`src/rtl/s2p_pkg.sv`:
```
package s2p_pkg;

   // true when v is a power of two and at least 2
   function automatic bit is_pow2(input int v);
      return (v > 1) && ((v & (v - 1)) == 0);
   endfunction

endpackage

```
`src/rtl/s2p_shift_row.sv`:
```
module s2p_shift_row #(
   parameter int W         = 8,
   parameter bit MSB_FIRST = 1'b1
) (
   input  logic         clk,
   input  logic         rst_n,
   input  logic         sdi,
   output logic [W-1:0] row_q,
   output logic [W-1:0] row_nxt
);

   generate
      if (MSB_FIRST) begin : g_toward_msb
         assign row_nxt = {row_q[W-2:0], sdi};


         newest_bit_chk: assert property (@(posedge clk) disable iff (!rst_n)
            1'b1 |=> row_q[0] == $past(sdi));

         shift_dir_chk: assert property (@(posedge clk) disable iff (!rst_n)
            1'b1 |=> row_q[1] == $past(row_q[0]));
      end else begin : g_toward_lsb
         assign row_nxt = {sdi, row_q[W-1:1]};


         newest_bit_chk: assert property (@(posedge clk) disable iff (!rst_n)
            1'b1 |=> row_q[W-1] == $past(sdi));

         shift_dir_chk: assert property (@(posedge clk) disable iff (!rst_n)
            1'b1 |=> row_q[W-2] == $past(row_q[W-1]));
      end
   endgenerate

   always_ff @(posedge clk) begin
      if (!rst_n) row_q <= '0;
      else        row_q <= row_nxt;
   end

endmodule

```
`src/rtl/s2p_hold_row.sv`:
```
module s2p_hold_row #(
   parameter int W = 8
) (
   input  logic         clk,
   input  logic         rst_n,
   input  logic         load,
   input  logic [W-1:0] d,
   output logic [W-1:0] q
);

   always_ff @(posedge clk) begin
      if (!rst_n)    q <= '0;
      else if (load) q <= d;
   end


   hold_stable_chk: assert property (@(posedge clk) disable iff (!rst_n)
      !load |=> $stable(q));


   hold_capture_chk: assert property (@(posedge clk) disable iff (!rst_n)
      load |=> q == $past(d));

endmodule

```
`src/rtl/s2p_word_div.sv`:
```
module s2p_word_div #(
   parameter int W = 8
) (
   input  logic clk,
   input  logic rst_n,
   output logic last_bit,
   output logic wclk_q
);

   localparam int CW = $clog2(W);

   logic [CW-1:0] cnt;
   logic [CW-1:0] cnt_nxt;

   assign cnt_nxt  = cnt + 1'b1;
   assign last_bit = &cnt;

   always_ff @(posedge clk) begin
      if (!rst_n) begin
         cnt    <= '0;
         wclk_q <= 1'b0;
      end else begin
         cnt    <= cnt_nxt;
         wclk_q <= cnt_nxt[CW-1];
      end
   end


   wclk_fall_chk: assert property (@(posedge clk) disable iff (!rst_n)
      last_bit |=> $fell(wclk_q));


   wrap_chk: assert property (@(posedge clk) disable iff (!rst_n)
      last_bit |=> cnt == '0);

endmodule

```
`src/rtl/s2p_word_conv.sv`:
```
module s2p_word_conv #(
   parameter int W         = 8,
   parameter bit MSB_FIRST = 1'b1
) (
   input  logic         bit_clk,
   input  logic         rst_n,
   input  logic         sdi,
   output logic [W-1:0] word_o,
   output logic         word_clk_o,
   output logic         word_vld_o
);

   import s2p_pkg::*;

   initial begin
      width_pow2_chk: assert (is_pow2(W))
         else $fatal(1, "word width must be a power of two of at least 2");
   end

   logic [W-1:0] shift_q;
   logic [W-1:0] shift_nxt;
   logic         last_bit;
   logic         vld_q;

   s2p_shift_row #(.W(W), .MSB_FIRST(MSB_FIRST)) u_shift (
      .clk     (bit_clk),
      .rst_n   (rst_n),
      .sdi     (sdi),
      .row_q   (shift_q),
      .row_nxt (shift_nxt)
   );

   s2p_hold_row #(.W(W)) u_hold (
      .clk   (bit_clk),
      .rst_n (rst_n),
      .load  (last_bit),
      .d     (shift_nxt),
      .q     (word_o)
   );

   s2p_word_div #(.W(W)) u_div (
      .clk      (bit_clk),
      .rst_n    (rst_n),
      .last_bit (last_bit),
      .wclk_q   (word_clk_o)
   );

   always_ff @(posedge bit_clk) begin
      if (!rst_n) vld_q <= 1'b0;
      else        vld_q <= last_bit;
   end

   assign word_vld_o = vld_q;


   vld_single_chk: assert property (@(posedge bit_clk) disable iff (!rst_n)
      word_vld_o |=> !word_vld_o);


   vld_wclk_low_chk: assert property (@(posedge bit_clk) disable iff (!rst_n)
      word_vld_o |-> !word_clk_o);


   reset_clear_chk: assert property (@(posedge bit_clk)
      !rst_n |=> (word_o == '0) && !word_vld_o && !word_clk_o);

endmodule

```
`config.mk`:
```
export PLATFORM = sky130hd
export DESIGN_NAME = s2p_word_conv
export DESIGN_NICKNAME = d
export VERILOG_FILES = /design/src/rtl/s2p_pkg.sv /design/src/rtl/s2p_shift_row.sv /design/src/rtl/s2p_hold_row.sv /design/src/rtl/s2p_word_div.sv /design/src/rtl/s2p_word_conv.sv
export SDC_FILE = /design/constraint.sdc
export NUM_CORES = 1
export LEC_CHECK = 0
export ABC_AREA = 1
export BUFFER_PORTS_ARGS = -buffer_cell sky130_fd_sc_hd__buf_2
export CAP_MARGIN = 20
export CORE_MARGIN = 2
export CORE_UTILIZATION = 30
export CTS_CLUSTER_SIZE = 40
export DETAILED_ROUTE_END_ITERATION = 7
export GPL_ROUTABILITY_DRIVEN = 1
export PLACE_DENSITY = 0.46
export SETUP_SLACK_MARGIN = 0.2
export SLEW_MARGIN = 0
export SYNTH_ARGS = -nofsm -noshare
export SYNTH_HDL_FRONTEND = slang
export SYNTH_SLANG_ARGS = --single-unit
```
`constraint.sdc`:
```
create_clock -name bit_clk -period 1.4 [get_ports bit_clk]
set_input_delay 0.14 -clock bit_clk [delete_from_list [all_inputs] [get_ports bit_clk]]
set_output_delay 0.14 -clock bit_clk [all_outputs]
set_load 0.05 [all_outputs]
```
Word level (Yosys, flattened, before mapping) --
Cells that the tools add are included. W data, S select, Z words.
Operators by class: $lt $le $gt $ge 0, bitwise gates (word level) 0, shifts and indexed selects 0, eq/ne operators 0, multiplexer cells 0, reduce and logical (&&, ||, !) cells 1, divide/modulo/power cells 0, multiply operators 0, $add $sub $neg 1
Operators with widths (number):
- $add A3 B1 Y3 const B | 1
- $reduce_and A3 Y1 | 1
Storage, ports and cells: register bits 20, memories 0, ROM bits 0, bits in writable memories 0, latch bits 0

Longest topological paths before layout --
Gate-level depths: netlist of run 1.
word-level depth 1, depth in mapped cells 7, mapped depth without buffers 5

Cells and area by module --
Synthesis of run 1 repeated with hierarchy kept, for this count alone.
Unflattened totals: cells, all modules 98, area total of the unflattened synthesis 779.5 µm²
By module, submodules not included:
- s2p_hold_row | area an instance 356.6 µm², times used 1, cells an instance 51, sequential area each 160.2 µm²
- s2p_shift_row | area an instance 285.3 µm², times used 1, cells an instance 33, sequential area each 160.2 µm²
- s2p_word_div | area an instance 110.1 µm², times used 1, cells an instance 11, sequential area each 60.1 µm²
- s2p_word_conv | area an instance 27.5 µm², times used 1, cells an instance 3, sequential area each 20.0 µm²

Worst setup path after synthesis of run 1 --
OpenSTA, ideal clock, no wires.
path kind register -> register, start point reg u_div.cnt[2], end point reg u_hold.q[2], path buffers 2, stages on the path, launching flop included 7, required time 1286 ps, arrival time 1220 ps, path slack 66 ps, path through dfxtp_1 -> ha_1 -> buf_6 -> buf_8 -> nand2_2 -> nand2_1 -> nor2_2
Between the ends: word-level cells in the longest chain between the ends 1
Ends and longest elaborated chain:
- start, declared | RTL line s2p_word_div.sv:12 | logic [CW-1:0] cnt;
- start signal, assigned | RTL line s2p_word_div.sv:23 | cnt <= cnt_nxt;
- $reduce_and A3 Y1 | RTL line s2p_word_div.sv:16 | assign last_bit = &cnt;
- net last_bit | RTL line s2p_word_conv.sv:22 | logic last_bit;
- end signal, assigned | RTL line s2p_hold_row.sv:12 | if (!rst_n) q <= '0;
- end signal, assigned | RTL line s2p_hold_row.sv:13 | else if (load) q <= d;
- end, declared | RTL line s2p_hold_row.sv:8 | output logic [W-1:0] q
The timed path passes the listed nets, and every way through them passes these cells. A chain may end at the register's enable or synchronous reset.

Final worst setup path of run 1 --
start point reg u_div.cnt[0], end point reg u_hold.q[0]
The elaborated chain is that of the path after synthesis.

==> impl_metrics.env, run 1 <==
export IMPL_status="finished clean"
export IMPL_cts_setup_buffers=0
export IMPL_cp_required_ns=1.60
export IMPL_cts_root_buf="clkbuf_4"
export IMPL_fillers=251
export IMPL_setup_tns_ns=0
export IMPL_hold_viol=0
export IMPL_start_util_pct=31.4
export IMPL_async_flop_share_pct=0
export IMPL_critical_path_class="reg -> reg"
export IMPL_drt_iter0_markers=5
export IMPL_vias_per_cell=3.71
export IMPL_avgRoutedWirePerCell_um=7.24
export IMPL_synth_largest_area_cell="dfxtp_1"
export IMPL_fin_crit_sh_pct=75.6
export IMPL_grt_pass1_wl_um=1670
export IMPL_placed_area_um2=742
export IMPL_die_w_um=51.9
export IMPL_peakVddDrop_mv=0.810
export IMPL_synth_commonest_cells="nand2_1, dfxtp_1, inv_1, nor2_1"
export IMPL_fin_area_um2=781
export IMPL_synth_compound_area_share_pct=0
export IMPL_synthAdderAreaFrac_pct=3.64
export IMPL_htreeDepth=1
export IMPL_synth_top_flop_cell="dfxtp_1"
export IMPL_netlist_area_um2=687
export IMPL_period_needed_ns=1.06
export IMPL_yosysWarnings=0
export IMPL_yosys_cell_types_count=10
export IMPL_synth_seq_cells=19
export IMPL_crit_path_start="u_div.cnt[0]"
export IMPL_syn_inst=87
export IMPL_clock_skew_ns=0.00603
export IMPL_ant_nets=0
export IMPL_path_max_fanout=17
export IMPL_synth_simple_gate_area_share_pct=24.6
export IMPL_seq_area_um2=382
export IMPL_numPortBuffers=12
export IMPL_yosys_top_cells_area="dfxtp_1, nand2_1, inv_1, nor2_1, ha_1"
export IMPL_dp_hpwl_um=619
export IMPL_insertion_delay_ns=0.29
export IMPL_end_kind="flip-flop"
export IMPL_placementRows=17
export IMPL_clock_path_buffers=2
export IMPL_ios=13
export IMPL_synth_top_family_by_area="simple AND/OR/NAND/NOR gates"
export IMPL_cts_sinks=19
export IMPL_cts_tree="built"
export IMPL_critPathLaunchType="flip-flop"
export IMPL_syn_nets=92
export IMPL_drv_cap=0
export IMPL_rsz0062_at_grt="no"
export IMPL_muxShareOfSynthArea_pct=0
export IMPL_synth_top_area_share_pct=55.4
export IMPL_slew_headroom_pct=79.3
export IMPL_yosysMostFrequentCell="nand2_1"
export IMPL_fin_nets=105
export IMPL_slew_violations=0
export IMPL_syn_area_per_cell_um2=7.90
export IMPL_cts_buffers=3
export IMPL_whs_ns=0.0367
export IMPL_drt_wl_total_um=919
export IMPL_ys_seq_area_share_pct=55.4
export IMPL_grt_overflow=0
export IMPL_setup_viol=0
export IMPL_die_area_mm2=0.00269
export IMPL_r2r_start="u_div.cnt[0]"
export IMPL_drtPass1Iterations=3
export IMPL_drc=0
export IMPL_first_global_vias=407
export IMPL_synth_xor_area_share_pct=0
export IMPL_gp_congestion=0.636
export IMPL_routed_via_count=471
export IMPL_core_area_mm2=0.00219
export IMPL_synth_edff_count=0
export IMPL_area_delta_synth_final_pct=13.7
export IMPL_tightest_slew_ns=0.310
export IMPL_antenna_found_initial=0
export IMPL_fmax_ghz=0.945
export IMPL_p_leak_nw=0.427
export IMPL_grt_max_degree=20
export IMPL_multi_input_area_um2=206
export IMPL_path_clk_slew_ns=0.10
export IMPL_power_density_mw_per_mm2=1130
export IMPL_worstPathArrival_ns=1.25
export IMPL_n_antenna_cell=0
export IMPL_worstHoldPathType="in -> reg"
export IMPL_drive_gt1_share_pct=20.2
export IMPL_total_power_mw=0.886
export IMPL_die_h_um=51.9
export IMPL_hold_start="sdi"
export IMPL_grt_total_usage_pct=8.89
## sequential cells by signal, indices dropped and copies added, names as in the netlist
signal and flops:
u_hold.q 8, u_shift.row_q 7, word_vld_o 1, u_div.cnt 3
## layout make-up
| cell class | count | share of cell area (%) |
|---|---|---|
| Clock buffer | 4 | 3.37 |
| Inverter | 19 | 9.13 |
| Multi-Input combinational cell | 45 | 26.4 |
| Tap cell | 28 | 4.49 |
| Timing Repair Buffer | 12 | 7.69 |
| Sequential cell | 19 | 48.9 |
## worst max-delay path: stages (launching register included)
cell	delay, ns
dfxtp_1	0.35
ha_1	0.19
ha_4	0.26
nand2_1	0.08
nand2_1	0.06
nor2_1	0.04
## logic make-up after synthesis
kind of cell | count (synthesis)
simple gates | 43
buf+inv | 23
flops | 19
fa+ha+maj | 2
## worst paths after layout
path	end	slack (ns)	cells past startpoint
hold / removal	u_shift.row_q[0]	0.04	3
hold reg to reg	u_shift.row_q[2]	0.42	2
setup / recovery	u_hold.q[0]	0.34	5
setup reg to reg	u_hold.q[0]	0.34	5
## power by group
part           internal, mW  switching (mW)
Clock                 0.111           0.161
Sequential            0.554         0.00639
Combinational        0.0172          0.0363
Total                 0.682           0.204
## per-layer routing
| layer | global-route usage (%) | up-vias | share of wire (%) |
|---|---|---|---|
| met4 | 5.26 | 0 | 1.8 |
| met1 | 9.79 | 194 | 47 |
| li1 | - | 266 | - |
| met3 | 5.17 | 2 | 6.7 |
| met5 | 0 | - | 0 |
| met2 | 13.1 | 9 | 45 |
## cells in the final DEF, fill, tap and decap left out, drive strengths merged
master  instances
nand2          26
inv            19
dfxtp          19
buf            12
nor2           17
ha              2
clkbuf          4
## timing repair
item,4_1_cts,5_1_grt
endpoints found under the setup margin,9,8
pin swaps,0,0
hold buffers,0,0
endpoints found under the hold margin,0,0
gates resized for setup,1,1
## per-stage QoR
stage,worst slack (ns),utilization [%],cells
after floorplan,0.233,-,87
after global placement,0.0618,33.9,123
after detailed placement,0.0244,33.9,123
after CTS,0.204,35.2,127
after global routing,0.213,35.6,127
final,0.342,35.6,127
No activity file was read; power rests on OpenSTA's default activity.
==> inputs of run 2 (changes only) <==
clock period = 1 ns   (was 1.4 ns; I/O delays follow)
==> run 2 against run 1 <==
Compared with the run above:
- the run now ends with negative setup slack left
- global-route usage is 0.089 points lower
- power is 44% higher
- critical path depth grew 1
- maximum frequency is 0.43% higher
- die area unchanged
- clock power is 43% higher
- worst setup slack got worse by 0.40 ns
- register-to-register slack worse by 0.40 ns
- count of clock-buffer cells in the layout decreased by 1
- cell count is 3.9% higher
- clock skew decreased by 0.0027 ns
- sequential share of layout area fell by 8.2 points
==> impl_metrics.env, run 2 (synthesis gave the netlist of run 1 again) <==
export IMPL_fillers=229
export IMPL_dp_hpwl_um=613
export IMPL_cp_buffers_inverters=1
export IMPL_p_int_mw=0.967
export IMPL_cp_top_family="flip-flops"
export IMPL_total_power_mw=1.27
export IMPL_setup_slack_ns=-0.0532
export IMPL_grt_total_usage_pct=8.80
export IMPL_drv_cap=0
export IMPL_die_area_mm2=0.00269
export IMPL_rsz0062_at_grt="yes"
export IMPL_numPortBuffers=12
export IMPL_p_leak_nw=0.487
export IMPL_critPathLaunchType="flip-flop"
export IMPL_r2r_start="u_div.cnt[0]"
export IMPL_cp_required_ns=1.24
export IMPL_pwr_share_seq_pct=62.1
export IMPL_fin_util_pct=44.6
export IMPL_ff2ff_setup_slack_ns=-0.05
export IMPL_cts_buffers=3
export IMPL_clkPwrFrac_pct=30.4
export IMPL_post_place_ws_ns=0.000164
export IMPL_power_density_mw_per_mm2=1300
export IMPL_slew_violations=0
export IMPL_violations="negative setup slack"
export IMPL_placedCellCount=123
export IMPL_grt_overflow=0
export IMPL_status="complete, but fails checks"
export IMPL_cts_tree="built"
export IMPL_fin_area_um2=977
export IMPL_drive_gt1_share_pct=42.3
export IMPL_clock_skew_ns=0.00335
export IMPL_setup_tns_ns=-0.321
export IMPL_timing_rr_end="u_hold.q[7]"
export IMPL_n_antenna_cell=0
export IMPL_met1_usage_pct=10.4
export IMPL_setup_viol=9
export IMPL_ios=13
export IMPL_gp_congestion=0.666
export IMPL_htreeDepth=1
export IMPL_combPwrFrac_pct=7.5
export IMPL_grt_busiest_layer="met2"
export IMPL_hold_end="u_div.cnt[0]"
export IMPL_worstPathArrival_ns=1.29
export IMPL_path_clk_slew_ns=0.11
export IMPL_antenna_found_initial=0
export IMPL_area_delta_synth_final_pct=42.3
export IMPL_drt_wl_total_um=1050
export IMPL_avgRoutedWirePerCell_um=7.97
export IMPL_use_met2_pct=12.7
export IMPL_largestRegisters="u_hold.q: 8 flops, u_shift.row_q: 7 flops, u_div.cnt: 3 flops"
export IMPL_drt_iter0_markers=2
export IMPL_clock_path_buffers=2
export IMPL_final_cells=132
export IMPL_min_path_cells=3
export IMPL_critPathMaxStageDelay_ns=0.35
export IMPL_insertion_delay_ns=0.29
export IMPL_die_w_um=51.9
export IMPL_grtUsageMet3_pct=2.59
export IMPL_routed_via_count=518
export IMPL_first_global_vias=404
export IMPL_hold_viol=0
export IMPL_end_kind="flip-flop"
export IMPL_period_needed_ns=1.05
export IMPL_fmax_ghz=0.949
export IMPL_hold_start="rst_n"
export IMPL_largest_register_ff_count=8
export IMPL_worstHoldPathType="in -> reg"
export IMPL_start_util_pct=31.4
export IMPL_grt_pass1_wl_um=1650
export IMPL_slew_headroom_pct=77.8
export IMPL_final_cell_mix="nand2_1, inv_1, nor2_1, dfxtp_2, buf_8"
export IMPL_whs_ns=0.165
export IMPL_die_h_um=51.9
export IMPL_peakVddDrop_mv=0.716
export IMPL_path_cells="ha_4 > ha_4 > buf_6 > nand2_1 > nand2_1 > nor2_1"
export IMPL_reg2regPathDepth=6
export IMPL_fin_nets=110
export IMPL_placementRows=17
export IMPL_path_max_fanout=6
export IMPL_drc=0
export IMPL_top_register="u_hold.q"
export IMPL_critical_path_class="reg -> reg"
export IMPL_placed_area_um2=777
export IMPL_ant_nets=0
export IMPL_swShare_pct=24.1
export IMPL_core_area_mm2=0.00219
export IMPL_layout_commonest_cell="nand2_1"
export IMPL_fin_crit_sh_pct=105
export IMPL_tightest_slew_ns=0.333
export IMPL_cts_sinks=19
export IMPL_cts_root_buf="clkbuf_4"
export IMPL_p_sw_mw=0.307
export IMPL_crit_slowest_cell="dfxtp_2"
export IMPL_drtPass1Iterations=4
export IMPL_grt_max_degree=20
export IMPL_vias_per_cell=3.92
run 2: cell type report:
class / instances / area [um^2] / share of cell area [%]
sequential: 19 / 398 / 40.7
multi-input combinational: 45 / 241 / 24.7
timing repair buffer: 17 / 204 / 20.9
inverter: 19 / 71.3 / 7.30
tap: 28 / 35.0 / 3.59
clock buffer: 3 / 22.5 / 2.30
clock inverter: 1 / 5.00 / 0.512
run 2: tightest hold or removal path, cell delays in order:
cell and delay [ns]:
buf_2 0.21, inv_1 0.08, nor2_1 0.04
run 2: per-layer routing:
layer	share of wire [%]	up-vias
met5	0	-
met4	1.3	0
met3	3.7	2
met2	45	8
met1	50	230
li1	-	278
run 2: what timing repair did:
action                                  4_1_cts  5_1_grt
hold endpoints to repair                      1        0
hold buffers                                  1        0
pin swaps                                     2        3
setup buffers                                 0        4
endpoints found under the setup margin       20       20
resized for setup                            35       14
run 2: how the worst max path moves through the flow:
stage | startpoint | endpoint | slack (ns) | cells after the start
final | u_div.cnt[0] | u_hold.q[7] | -0.05 | 6
after global routing | u_div.cnt[0] | u_hold.q[0] | -0.11 | 6
after CTS | u_div.cnt[0] | u_hold.q[1] | -0.02 | 5
after detailed placement | u_div.cnt[0] | u_hold.q[5] | 0.0002 | 5
after global placement | u_div.cnt[0] | u_hold.q[1] | 0.004 | 5
after floorplan | u_div.cnt[0] | u_hold.q[0] | -0.08 | 6
run 2: power groups by stage:
| stage | sequential [mW] | combinational, mW | clock, mW |
|---|---|---|---|
| 3_5_place_dp | 0.806 | 0.0797 | 0 |
| 6_report | 0.791 | 0.0960 | 0.388 |
| 5_1_grt | 0.794 | 0.111 | 0.439 |
| 3_3_place_gp | 0.806 | 0.0793 | 0 |
| 2_1_floorplan | 0.824 | 0.0507 | 0 |
| 4_1_cts | 0.791 | 0.0929 | 0.414 |
==> inputs of run 3 (changes only) <==
CORE_MARGIN = default   (was 2)
RECOVER_POWER = 25   (was default)
==> run 3 against run 2 <==
Compared with the run above:
- the flow still finishes with violations (negative setup slack)
- flip-flop and latch count unchanged
- global-route usage up 1.3 points
- power about the same
- largest cell class unchanged
- highest routed layer unchanged
==> impl_metrics.env, run 3 (synthesis gave the netlist of run 1 again) <==
export IMPL_htreeDepth=1
export IMPL_drtPass1Iterations=4
export IMPL_first_global_vias=447
export IMPL_crit_path_start="u_div.cnt[0]"
export IMPL_r2r_start="u_div.cnt[0]"
export IMPL_ff2ff_setup_slack_ns=-0.07
export IMPL_crit_end="u_hold.q[2]"
export IMPL_grt_pass1_wl_um=1790
export IMPL_path_max_fanout=6
export IMPL_antenna_found_initial=0
export IMPL_rsz0062_at_grt="yes"
export IMPL_reg2regPathDepth=6
export IMPL_ant_nets=0
export IMPL_avgRoutedWirePerCell_um=8.52
export IMPL_p_leak_nw=0.499
export IMPL_drc=0
export IMPL_hold_viol=0
export IMPL_setup_slack_ns=-0.0656
export IMPL_fin_crit_sh_pct=107
export IMPL_worstHoldPathType="in -> reg"
export IMPL_critical_path_class="reg -> reg"
export IMPL_fin_nets=113
export IMPL_placed_area_um2=776
export IMPL_path_clk_slew_ns=0.10
export IMPL_dp_hpwl_um=644
export IMPL_layout_commonest_cell="nand2_1"
export IMPL_placementRows=16
export IMPL_timing_rr_end="u_hold.q[2]"
export IMPL_start_util_pct=33.3
export IMPL_cts_sinks=19
export IMPL_core_area_mm2=0.00206
export IMPL_fmax_ghz=0.938
export IMPL_ios=13
export IMPL_routed_via_count=534
export IMPL_vias_per_cell=3.99
export IMPL_die_h_um=49.9
export IMPL_drive_gt1_share_pct=41.1
export IMPL_peakVddDrop_mv=1.04
export IMPL_setup_viol=9
export IMPL_grt_total_usage_pct=10.1
export IMPL_power_density_mw_per_mm2=1280
export IMPL_cts_tree="built"
export IMPL_n_antenna_cell=0
export IMPL_tightest_slew_ns=0.326
export IMPL_grt_overflow=0
export IMPL_grt_max_degree=20
export IMPL_total_power_mw=1.28
export IMPL_cp_required_ns=1.23
export IMPL_largestRegisters="u_hold.q: 8 flops, u_shift.row_q: 7 flops, u_div.cnt: 3 flops"
export IMPL_top_register="u_hold.q"
export IMPL_drt_iter0_markers=8
export IMPL_fillers=204
export IMPL_drv_cap=0
export IMPL_status="complete, but fails checks"
export IMPL_insertion_delay_ns=0.29
export IMPL_fin_area_um2=996
export IMPL_drt_wl_total_um=1140
export IMPL_slew_violations=0
export IMPL_clock_path_buffers=2
export IMPL_gp_congestion=0.655
export IMPL_cts_root_buf="clkbuf_4"
export IMPL_critPathLaunchType="flip-flop"
export IMPL_worstPathArrival_ns=1.30
export IMPL_area_delta_synth_final_pct=45.0
export IMPL_final_cell_mix="nand2_1, inv_1, nor2_1, buf_8, dfxtp_2"
export IMPL_period_needed_ns=1.07
export IMPL_clock_skew_ns=0.00105
export IMPL_numPortBuffers=12
export IMPL_die_w_um=49.9
export IMPL_die_area_mm2=0.00249
export IMPL_cts_buffers=3
export IMPL_largest_register_ff_count=8
export IMPL_violations="negative setup slack"
export IMPL_slew_headroom_pct=78.3
export IMPL_end_kind="flip-flop"
==> run 3: cell types whose count changed in the layout (fill, tap and decap cells not counted) <==
| cell | previous run | this run |
|---|---|---|
| dfxtp_2 | 11 | 9 |
| clkinv_2 | 1 | 0 |
| nor2_1 | 11 | 12 |
| dfxtp_1 | 7 | 8 |
| nor2_2 | 5 | 4 |
| clkbuf_1 | 0 | 1 |
| buf_4 | 2 | 5 |
| dfxtp_4 | 1 | 2 |
==> run 3: final cells by class <==
cell class / instances / area, um^2 / share of cell area, %
tap: 27 / 33.8 / 3.39
inverter: 19 / 71.3 / 7.16
timing repair buffer: 20 / 226 / 22.7
clock buffer: 4 / 26.3 / 2.64
multi-input combinational: 45 / 239 / 24.0
sequential: 19 / 399 / 40.1
==> run 3: worst min path at each step <==
| stage | from | end | slack, ns | cells after the start |
|---|---|---|---|---|
| after floorplan | sdi | u_shift.row_q[0] | 0.19 | 2 |
| final | rst_n | u_div.cnt[1] | 0.17 | 3 |
| after CTS | rst_n | u_div.cnt[1] | 0.16 | 3 |
| after detailed placement | sdi | u_shift.row_q[0] | 0.30 | 3 |
| after global placement | sdi | u_shift.row_q[0] | 0.30 | 3 |
| after global routing | rst_n | u_div.cnt[1] | 0.15 | 3 |
==> run 3: per-stage QoR <==
step / util [%] / setup TNS, ns / setup slack, ns / std cells / hold WS, ns
after global routing: 48.3 / -0.940 / -0.124 / 134 / 0.151
after floorplan: - / -0.666 / -0.0796 / 87 / 0.193
after global placement: 37.6 / -0.00564 / -0.00309 / 122 / 0.296
after CTS: 45.0 / -0.163 / -0.0220 / 129 / 0.164
final: 48.3 / -0.417 / -0.0656 / 134 / 0.168
after detailed placement: 37.6 / -0.0448 / -0.00974 / 122 / 0.300
==> run 3: repair_timing <==
item / CTS / global route
hold endpoints to repair: 1 / 0
cloned: 0 / 0
setup endpoints to repair: 20 / 20
setup buffers: 2 / 5
gates resized for setup: 35 / 14
pin swaps: 2 / 7
hold buffers: 1 / 0
==> run 3: per-layer routing <==
metal | up-vias | share of wire [%] | global-route usage, %
li1 | 279 | - | -
met3 | 2 | 4.8 | 6.79
met2 | 11 | 44 | 14.2
met4 | 0 | 1.1 | 4.29
met1 | 242 | 50 | 11.7
met5 | - | 0 | 0
==> run 3: worst max-delay path: stages, from the launching register on <==
cell and delay [ns]:
dfxtp_2 0.35, ha_4 0.16, ha_4 0.18, buf_4 0.13, nand2_2 0.05, nand2_1 0.05
nor2_2 0.08
==> run 3: report_power, final <==
group / switching [mW] / leakage, nW / total [mW] / internal, mW
logic: 0.0556 / 0.324 / 0.101 / 0.0458
registers: 0.0146 / 0.160 / 0.788 / 0.774
clock network: 0.231 / 0.0150 / 0.386 / 0.155
